File: config.mk
export PLATFORM = sky130hd
export DESIGN_NAME = cop_ctrl_regs
export DESIGN_NICKNAME = d
export VERILOG_FILES = /design/src/rtl/cop_regs_pkg.sv /design/src/rtl/cop_pair_flag.sv /design/src/rtl/cop_sem.sv /design/src/rtl/cop_pc_reg.sv /design/src/rtl/cop_ctrl_regs.sv
export SDC_FILE = /design/constraint.sdc
export NUM_CORES = 1
export LEC_CHECK = 0
export BUFFER_PORTS_ARGS = -buffer_cell sky130_fd_sc_hd__clkbuf_2
export CAP_MARGIN = 10
export CELL_PAD_IN_SITES_DETAIL_PLACEMENT = 0
export CELL_PAD_IN_SITES_GLOBAL_PLACEMENT = 2
export CORE_ASPECT_RATIO = 1.25
export CORE_MARGIN = 2
export CORE_UTILIZATION = 26
export DETAILED_ROUTE_END_ITERATION = 10
export PLACE_DENSITY = 0.88
export SLEW_MARGIN = 20
export SYNTH_ARGS = -nofsm -noshare
export SYNTH_HDL_FRONTEND = slang
export SYNTH_SLANG_ARGS = --single-unit
File: constraint.sdc
create_clock -name clk_i -period 3.7 [get_ports clk_i]
set_input_delay 0.555 -clock clk_i [delete_from_list [all_inputs] [get_ports clk_i]]
set_output_delay 0.555 -clock clk_i [all_outputs]
set_load 0.03 [all_outputs]
File: src/rtl/cop_regs_pkg.sv
package cop_regs_pkg;
  localparam int unsigned DATA_W = 32;
  localparam int unsigned ADDR_W = 5;
  localparam int unsigned NUM_SIG = 8;
  localparam int unsigned PC_W = 12;

  localparam int unsigned OFS_STATUS = 'h10;
  localparam int unsigned OFS_FULL   = 'h14;
  localparam int unsigned OFS_ZERO   = 'h18;
  localparam int unsigned OFS_SEM    = 'h1C;

  // write-word bit positions
  localparam int unsigned WB_HALT_CLR  = 0;
  localparam int unsigned WB_HALT_SET  = 1;
  localparam int unsigned WB_BROKE_CLR = 2;
  localparam int unsigned WB_IRQ_CLR   = 3;
  localparam int unsigned WB_IRQ_SET   = 4;
  localparam int unsigned WB_SSTEP_CLR = 5;
  localparam int unsigned WB_SSTEP_SET = 6;
  localparam int unsigned WB_IOB_CLR   = 7;
  localparam int unsigned WB_IOB_SET   = 8;
  localparam int unsigned WB_SIG_BASE  = 9;

  // read-word bit positions
  localparam int unsigned RB_HALT     = 0;
  localparam int unsigned RB_BROKE    = 1;
  localparam int unsigned RB_BUSY     = 2;
  localparam int unsigned RB_FULL     = 3;
  localparam int unsigned RB_SSTEP    = 5;
  localparam int unsigned RB_IOB      = 6;
  localparam int unsigned RB_SIG_BASE = 7;

  typedef enum logic [1:0] {
    PAIR_HOLD = 2'd0,
    PAIR_CLR  = 2'd1,
    PAIR_SET  = 2'd2
  } pair_op_e;

  function automatic pair_op_e pair_resolve(input logic clr, input logic set);
    if (clr && !set) return PAIR_CLR;
    if (set && !clr) return PAIR_SET;
    return PAIR_HOLD;
  endfunction
endpackage

File: src/rtl/cop_pair_flag.sv
module cop_pair_flag
  import cop_regs_pkg::*;
#(
  parameter logic RST_VAL = 1'b0
) (
  input  logic clk_i,
  input  logic rst_ni,
  input  logic wr_i,
  input  logic clr_i,
  input  logic set_i,
  output logic q_o
);
  pair_op_e op;
  assign op = wr_i ? pair_resolve(clr_i, set_i) : PAIR_HOLD;

  always_ff @(posedge clk_i or negedge rst_ni) begin
    if (!rst_ni) q_o <= RST_VAL;
    else if (op == PAIR_SET) q_o <= 1'b1;
    else if (op == PAIR_CLR) q_o <= 1'b0;
  end

  assert_pair_set_R2: assert property (@(posedge clk_i) disable iff (!rst_ni)
    (wr_i && set_i && !clr_i) |=> q_o);
  assert_pair_clr_R2: assert property (@(posedge clk_i) disable iff (!rst_ni)
    (wr_i && clr_i && !set_i) |=> !q_o);
  assert_pair_hold_R3: assert property (@(posedge clk_i) disable iff (!rst_ni)
    (!wr_i || (clr_i == set_i)) |=> $stable(q_o));
endmodule

File: src/rtl/cop_sem.sv
module cop_sem (
  input  logic clk_i,
  input  logic rst_ni,
  input  logic acq_i,
  input  logic rel_i,
  output logic taken_o
);
  always_ff @(posedge clk_i or negedge rst_ni) begin
    if (!rst_ni) taken_o <= 1'b0;
    else if (rel_i) taken_o <= 1'b0;
    else if (acq_i) taken_o <= 1'b1;
  end

  assert_sem_acq_R9: assert property (@(posedge clk_i) disable iff (!rst_ni)
    (acq_i && !rel_i) |=> taken_o);
  assert_sem_rel_R9: assert property (@(posedge clk_i) disable iff (!rst_ni)
    rel_i |=> !taken_o);
endmodule

File: src/rtl/cop_pc_reg.sv
module cop_pc_reg #(
  parameter int unsigned PC_W = 12
) (
  input  logic            clk_i,
  input  logic            rst_ni,
  input  logic            wr_i,
  input  logic            halt_i,
  input  logic [PC_W-1:0] wdata_i,
  output logic [PC_W-1:0] pc_o
);
  logic [PC_W-3:0] word_q;

  always_ff @(posedge clk_i or negedge rst_ni) begin
    if (!rst_ni) word_q <= '0;
    else if (wr_i && halt_i) word_q <= wdata_i[PC_W-1:2];
  end

  assign pc_o = {word_q, 2'b00};

  logic unused_low;
  assign unused_low = ^wdata_i[1:0];

  assert_pc_gate_R10: assert property (@(posedge clk_i) disable iff (!rst_ni)
    (wr_i && !halt_i) |=> $stable(pc_o));
  assert_pc_aligned_R10: assert property (@(posedge clk_i) disable iff (!rst_ni)
    pc_o[1:0] == 2'b00);
endmodule

File: src/rtl/cop_ctrl_regs.sv
module cop_ctrl_regs
  import cop_regs_pkg::*;
(
  input  logic              clk_i,
  input  logic              rst_ni,
  input  logic              req_i,
  input  logic              we_i,
  input  logic              pc_sel_i,
  input  logic [ADDR_W-1:0] addr_i,
  input  logic [DATA_W-1:0] wdata_i,
  output logic [DATA_W-1:0] rdata_o,
  input  logic              dma_busy_i,
  input  logic              dma_full_i,
  input  logic              break_i,
  output logic              halt_o,
  output logic              single_step_o,
  output logic              intr_on_break_o,
  output logic [NUM_SIG-1:0] signal_o,
  output logic              irq_raise_o,
  output logic              irq_lower_o,
  output logic              step_clr_o,
  output logic [PC_W-1:0]   pc_o
);
  localparam int unsigned NUM_PAIR = 3 + NUM_SIG;
  localparam int unsigned IDX_HALT = 0;
  localparam int unsigned IDX_SSTEP = 1;
  localparam int unsigned IDX_IOB = 2;

  logic win_wr, win_rd;
  logic hit_status, hit_full, hit_zero, hit_sem;
  assign win_wr = req_i && we_i && !pc_sel_i;
  assign win_rd = req_i && !we_i && !pc_sel_i;
  assign hit_status = addr_i == ADDR_W'(OFS_STATUS);
  assign hit_full   = addr_i == ADDR_W'(OFS_FULL);
  assign hit_zero   = addr_i == ADDR_W'(OFS_ZERO);
  assign hit_sem    = addr_i == ADDR_W'(OFS_SEM);

  logic st_wr;
  assign st_wr = win_wr && hit_status;

  // pair flags
  logic [NUM_PAIR-1:0] pr_clr, pr_set, pr_q;
  always_comb begin
    pr_clr[IDX_HALT]  = wdata_i[WB_HALT_CLR];
    pr_set[IDX_HALT]  = wdata_i[WB_HALT_SET];
    pr_clr[IDX_SSTEP] = wdata_i[WB_SSTEP_CLR];
    pr_set[IDX_SSTEP] = wdata_i[WB_SSTEP_SET];
    pr_clr[IDX_IOB]   = wdata_i[WB_IOB_CLR];
    pr_set[IDX_IOB]   = wdata_i[WB_IOB_SET];
    for (int k = 0; k < NUM_SIG; k++) begin
      pr_clr[3+k] = wdata_i[WB_SIG_BASE + 2*k];
      pr_set[3+k] = wdata_i[WB_SIG_BASE + 2*k + 1];
    end
  end

  for (genvar g = 0; g < NUM_PAIR; g++) begin : g_pair
    cop_pair_flag #(.RST_VAL(g == IDX_HALT)) u_flag (
      .clk_i  (clk_i),
      .rst_ni (rst_ni),
      .wr_i   (st_wr),
      .clr_i  (pr_clr[g]),
      .set_i  (pr_set[g]),
      .q_o    (pr_q[g])
    );
  end

  assign halt_o          = pr_q[IDX_HALT];
  assign single_step_o   = pr_q[IDX_SSTEP];
  assign intr_on_break_o = pr_q[IDX_IOB];
  assign signal_o        = pr_q[NUM_PAIR-1:3];

  // broke: hardware set has priority over host clear
  logic broke_q;
  always_ff @(posedge clk_i or negedge rst_ni) begin
    if (!rst_ni) broke_q <= 1'b0;
    else if (break_i) broke_q <= 1'b1;
    else if (st_wr && wdata_i[WB_BROKE_CLR]) broke_q <= 1'b0;
  end

  // request pulses
  pair_op_e irq_op;
  assign irq_op = st_wr ? pair_resolve(wdata_i[WB_IRQ_CLR], wdata_i[WB_IRQ_SET]) : PAIR_HOLD;

  always_ff @(posedge clk_i or negedge rst_ni) begin
    if (!rst_ni) begin
      irq_raise_o <= 1'b0;
      irq_lower_o <= 1'b0;
      step_clr_o  <= 1'b0;
    end else begin
      irq_raise_o <= irq_op == PAIR_SET;
      irq_lower_o <= irq_op == PAIR_CLR;
      step_clr_o  <= st_wr && wdata_i[WB_HALT_SET] && !wdata_i[WB_HALT_CLR];
    end
  end

  // semaphore
  logic sem_q;
  cop_sem u_sem (
    .clk_i   (clk_i),
    .rst_ni  (rst_ni),
    .acq_i   (win_rd && hit_sem),
    .rel_i   (win_wr && hit_sem),
    .taken_o (sem_q)
  );

  // program counter
  cop_pc_reg #(.PC_W(PC_W)) u_pc (
    .clk_i   (clk_i),
    .rst_ni  (rst_ni),
    .wr_i    (req_i && we_i && pc_sel_i),
    .halt_i  (halt_o),
    .wdata_i (wdata_i[PC_W-1:0]),
    .pc_o    (pc_o)
  );

  // read mux
  logic [DATA_W-1:0] status_word;
  always_comb begin
    status_word = '0;
    status_word[RB_HALT]  = halt_o;
    status_word[RB_BROKE] = broke_q;
    status_word[RB_BUSY]  = dma_busy_i;
    status_word[RB_FULL]  = dma_full_i;
    status_word[RB_SSTEP] = single_step_o;
    status_word[RB_IOB]   = intr_on_break_o;
    status_word[RB_SIG_BASE +: NUM_SIG] = signal_o;
  end

  always_comb begin
    rdata_o = '0;
    if (pc_sel_i) rdata_o[PC_W-1:0] = pc_o;
    else if (hit_status) rdata_o = status_word;
    else if (hit_full) rdata_o[0] = dma_full_i;
    else if (hit_sem) rdata_o[0] = sem_q;
    else if (hit_zero) rdata_o = '0;
  end

  logic unused_wdata;
  assign unused_wdata = ^wdata_i;

  assert_irq_excl_R5: assert property (@(posedge clk_i) disable iff (!rst_ni)
    !(irq_raise_o && irq_lower_o));
  assert_irq_pulse_R5: assert property (@(posedge clk_i) disable iff (!rst_ni)
    (irq_raise_o && !st_wr) |=> !irq_raise_o);
  assert_broke_set_R4: assert property (@(posedge clk_i) disable iff (!rst_ni)
    break_i |=> (rdata_o[RB_BROKE] || pc_sel_i || !hit_status));
  assert_step_halt_R6: assert property (@(posedge clk_i) disable iff (!rst_ni)
    step_clr_o |-> halt_o);
endmodule

Word-level counts from Yosys, hierarchy flattened

Index checks and enable logic that the tools add are counted.

Register bits after elaboration: 26
Bits of input ports: 45
Word-level logic and storage cells: 246

Equality and inequality tests: 27
Multiplexer cells: 127
Reductions and logical operators: 75

Operators with widths:

| kind               | count |
|---|---|
| $mux 2             | 60 |
| $mux 1             | 64 |
| $logic_and 1x1->1  | 36 |
| $logic_not 1->1    | 26 |
| $reduce_bool 2->1  | 13 |
| $eq 2x1->1 const B | 12 |
| $eq 2x2->1 const B | 12 |
| $mux 20            | 1 |
| $eq 5x5->1 const B | 3 |
| $mux 15            | 1 |
| $mux 12            | 1 |

Longest topological paths before layout

Word-level depth: 10
Gate-level depth with buffers: 6

Cells and area by module

Synthesis repeated with hierarchy kept, for this count alone.

Cells, all modules: 141
Area, all modules: 1,687.9 um^2

Modules (own cells, without submodules):

| module                                | times used | cells an instance | area an instance (um^2) |
|---|---|---|---|
| cop_pair_flag (g_pair[10].u_flag ...) | 10         | 5                 | 68.8 |
| cop_ctrl_regs                         | 1          | 60                | 501.7 |
| cop_pc_reg                            | 1          | 24                | 392.9 |
| cop_pair_flag (g_pair[0].u_flag)      | 1          | 5                 | 70.1 |
| cop_sem                               | 1          | 2                 | 35.0 |

Worst setup path after synthesis

OpenSTA, ideal clock, no wires.

Path type: input to output
Start point: in pc_sel_i
End point: out rdata_o[12]
Data arrival time: 1.745 ns
Required time: 3.145 ns
Setup slack: 1.400 ns
Stages: 4
Buffers on the path: 1
Cells stage by stage: or4b_4 > nor3_4 > buf_4 > and2_1

Word-level cells in the longest chain between the ends: 1

RTL lines:

| what            | line                 | RTL |
|---|---|---|
| start, declared | cop_ctrl_regs.sv:8   | `input logic pc_sel_i,` |
| $mux 20         | cop_ctrl_regs.sv:131 | `if (pc_sel_i) rdata_o[PC_W-1:0] = pc_o;` |
| end, declared   | cop_ctrl_regs.sv:11  | `output logic [DATA_W-1:0] rdata_o,` |

No other way between the ends.

Final worst setup path

Start point: in pc_sel_i
End point: out rdata_o[11]

Word-level cells in the longest chain between the ends: 1

RTL lines:

| what    | line |
|---|---|
| $mux 12 | cop_ctrl_regs.sv:131 |

No other way between the ends.

==> out/qor.yml <==
floorplan:
  die_w_um: 75.7
  die_y_um: 93.7
  start_util: 0.270
  coreArea_um2: 6210
  row_count: 32
  dieArea_um2: 7100
  ios: 103
run_status:
  outcome: "completed"
timing:
  tns_ps: 0
  layout_min_cycle_time_ps: 2910
  timing.final.ws_setup_ps: 794
  fin_crit_sh: 0.786
  relSlewSlack: 0.542
  fmax_ghz: 0.344
  rsz0062_at_grt: "false"
  skew_ps: 4.06
  whs_ps: 310
  tightestPinTransition_ps: 687
  final_max_slew_viol_count: 0
  finalSetupViolCount: 0
  hold_viol: 0
grt:
  grt_pass1_wl_um: 6090
  track_usage: 0.115
  grt_max_degree: 27
  antenna_found_initial: 0
  grt_overflow: 0
  grt_pass1_vias: 1254
worst_hold_path:
  hold_path.class: "primary input to async pin"
final_layout:
  diodes: 0
  synthToLayoutAreaGrowth_pct: 23.0
  multi_input_area_um2: 865
  drive_gt1_frac: 0.491
  regArea_um2: 652
  stdcell_area_um2: 2060
  final_core_util: 0.332
  nFillCells: 662
  nets: 269
clock_network:
  insertion_delay_ps: 270
  htree_levels: 1
  cts_made_buffers: 3
  cts_resized: 0
  holdBufCountCts: 0
  root_buffer: "clkbuf_8"
  cts_setup_buffers: 0
  clk_path_buf_depth: 2
  tritoncts: "built"
  clk_pin_slew_ps: 90
  cts_sinks: 26
setup_path:
  cp_max_fo: 13
  arrival_ps: 2350
  crit_chain: "clkbuf_2, or4b_4, nor3_4, a22o_1, clkbuf_2"
  critPathCaptureType: "output pin"
  cpMaxStageDelayCell: "or4b_4"
  cp_common_cell: "clkbuf_2"
  slowest_delay_ps: 640
  crit_required_ps: 3140
  path_class: "primary input to output pin"
  startpoint_type: "primary input"
drt:
  first_pass_iters: 4
  drc_errors: 0
  post_drt_via_cell_ratio: 4.35
  vias: 1293
  drtIter0Drc: 10
  antenna_left: 0
  drt-total-wl_um: 3960
  drt-wirelength-per-cell_um: 13.3
power:
  p_comb_frac: 0.132
  seq_power_share: 0.527
  p_switching_w: 0.000140
  switching_share: 0.258
  vdd_ir_drop_max_v: 0.000104
  p_int_w: 0.000402
  power_frac_clock: 0.340
  p_leak_nw: 1.07
  powerDensity_nw_per_um2: 264
yosys:
  async_flop_share: 1.00
  synth-seq-cells: 26
  synth_top_area_cell: "dfrtp_1"
  syn_area_per_cell_um2: 11.5
  yosys_warnings: 0
  synth_edf_count: 0
  synth_area_um2: 1670
  yosysMostFrequentCell: "buf_4"
  ys_seq_area_frac: 0.390
  yosysUniqueCellTypes: 25
  synthTopCellsByArea: "dfrtp_1 (37%), mux2_2 (14%), buf_4 (13%)"
  synth_common_cells: "buf_4 (28), dfrtp_1 (25), mux2_2 (21)"
  yosysTopAreaCellShare: 0.374
  syn-instance-count: 145
  ys.flop_type: "dfrtp_1"
job:
  max_cap_viol_count: 0
place:
  dp_hpwl_um: 2980
  globalplace.congestion: 0.709
  preCtsSetupSlack_ps: 717
  dpl_cell_area_um2: 2000
  port_buffers: 76
[power groups by stage]
stage,Sequential (W),Combinational [W],Clock (W)
6_report,0.000286,0.0000718,0.000185
5_1_grt,0.000286,0.0000790,0.000207
4_1_cts,0.000286,0.0000726,0.000196
3_5_place_dp,0.000292,0.0000724,0
3_3_place_gp,0.000292,0.0000719,0
2_1_floorplan,0.000292,0.0000532,0
[per-stage QoR]
stage | power, W | std cells
after floorplan | 0.000345 | 163
after global placement | 0.000364 | 293
after detailed placement | 0.000364 | 293
after CTS | 0.000555 | 297
after global routing | 0.000573 | 297
final | 0.000543 | 297
[state kept, by name (all words and copies together) (netlist names)]
signal and cells:
broke_q 1, g_pair.u_flag.q_o 11, irq_raise_o 1, irq_lower_o 1, u_sem.taken_o 1, u_pc.word_q 10, step_clr_o 1
[worst paths after layout]
kind                                      start                    to  slack [ps]  cells after the start
setup / recovery                       pc_sel_i           rdata_o[11]         790                      5
hold / removal                           rst_ni  g_pair[7].u_flag.q_o         310                      1
setup reg to reg           g_pair[0].u_flag.q_o        u_pc.word_q[4]        2000                      2
hold reg to reg                         broke_q               broke_q         470                      1
max in group asynchronous                rst_ni        u_pc.word_q[2]        2950                      1
min in group clk_i                   wdata_i[0]            step_clr_o         470                      2
[logic make-up (layout without fill, tap and decap cells)]
family                     count (synthesis)  count (layout)  synth area share
AOI/OAI and AO/OA                         13              13            0.0636
adders and majority gates                 11              11            0.0823
buffers and inverters                     31              80             0.134
DFF                                       26              26             0.390
muxes                                     22              22             0.147
other                                      1              19           0.00224
and+or+nand+nor                           41              41             0.181
[worst max-delay path, delay by kind of cell]
kind,cells,cell delay (ps)
AND/OR/NAND/NOR,2,1120
buffers and inverters,2,440
AO/OA/AOI/OAI,1,230
[cells in the final DEF (no fill, tap or decap), drive strengths merged]
master  synthesis  routed
clkbuf          1      80
dfrtp          25      25
mux2           21      21
conb            1      19
nor3b          14      14
nand3b         11      11
ha             11      11
a22o            9       9
and2            6       6
nand3           3       3
or4b            1       1
nor3            1       1
mux2i           1       1
o21a            1       1
nor2            1       1
nor4b           1       1
nor4bb          1       1
nand2           1       1
nand4           1       1
o21ai           1       1
o31ai           1       1
a21o            1       1
dfstp           1       1
[layout make-up]
class | instances | area share
sequential | 26 | 0.317
timing repair buffer | 76 | 0.185
tap | 85 | 0.0517
multi-input combinational | 106 | 0.420
clock buffer | 4 | 0.0267
[routing by layer]
metal,vias to the layer above,GRT usage,share of wire
met1,616,0.147,0.42
met5,-,0,0
li1,616,-,-
met4,0,0.0424,0.0099
met2,59,0.194,0.49
met3,2,0.0150,0.071
(Power assumes the default switching activity.)
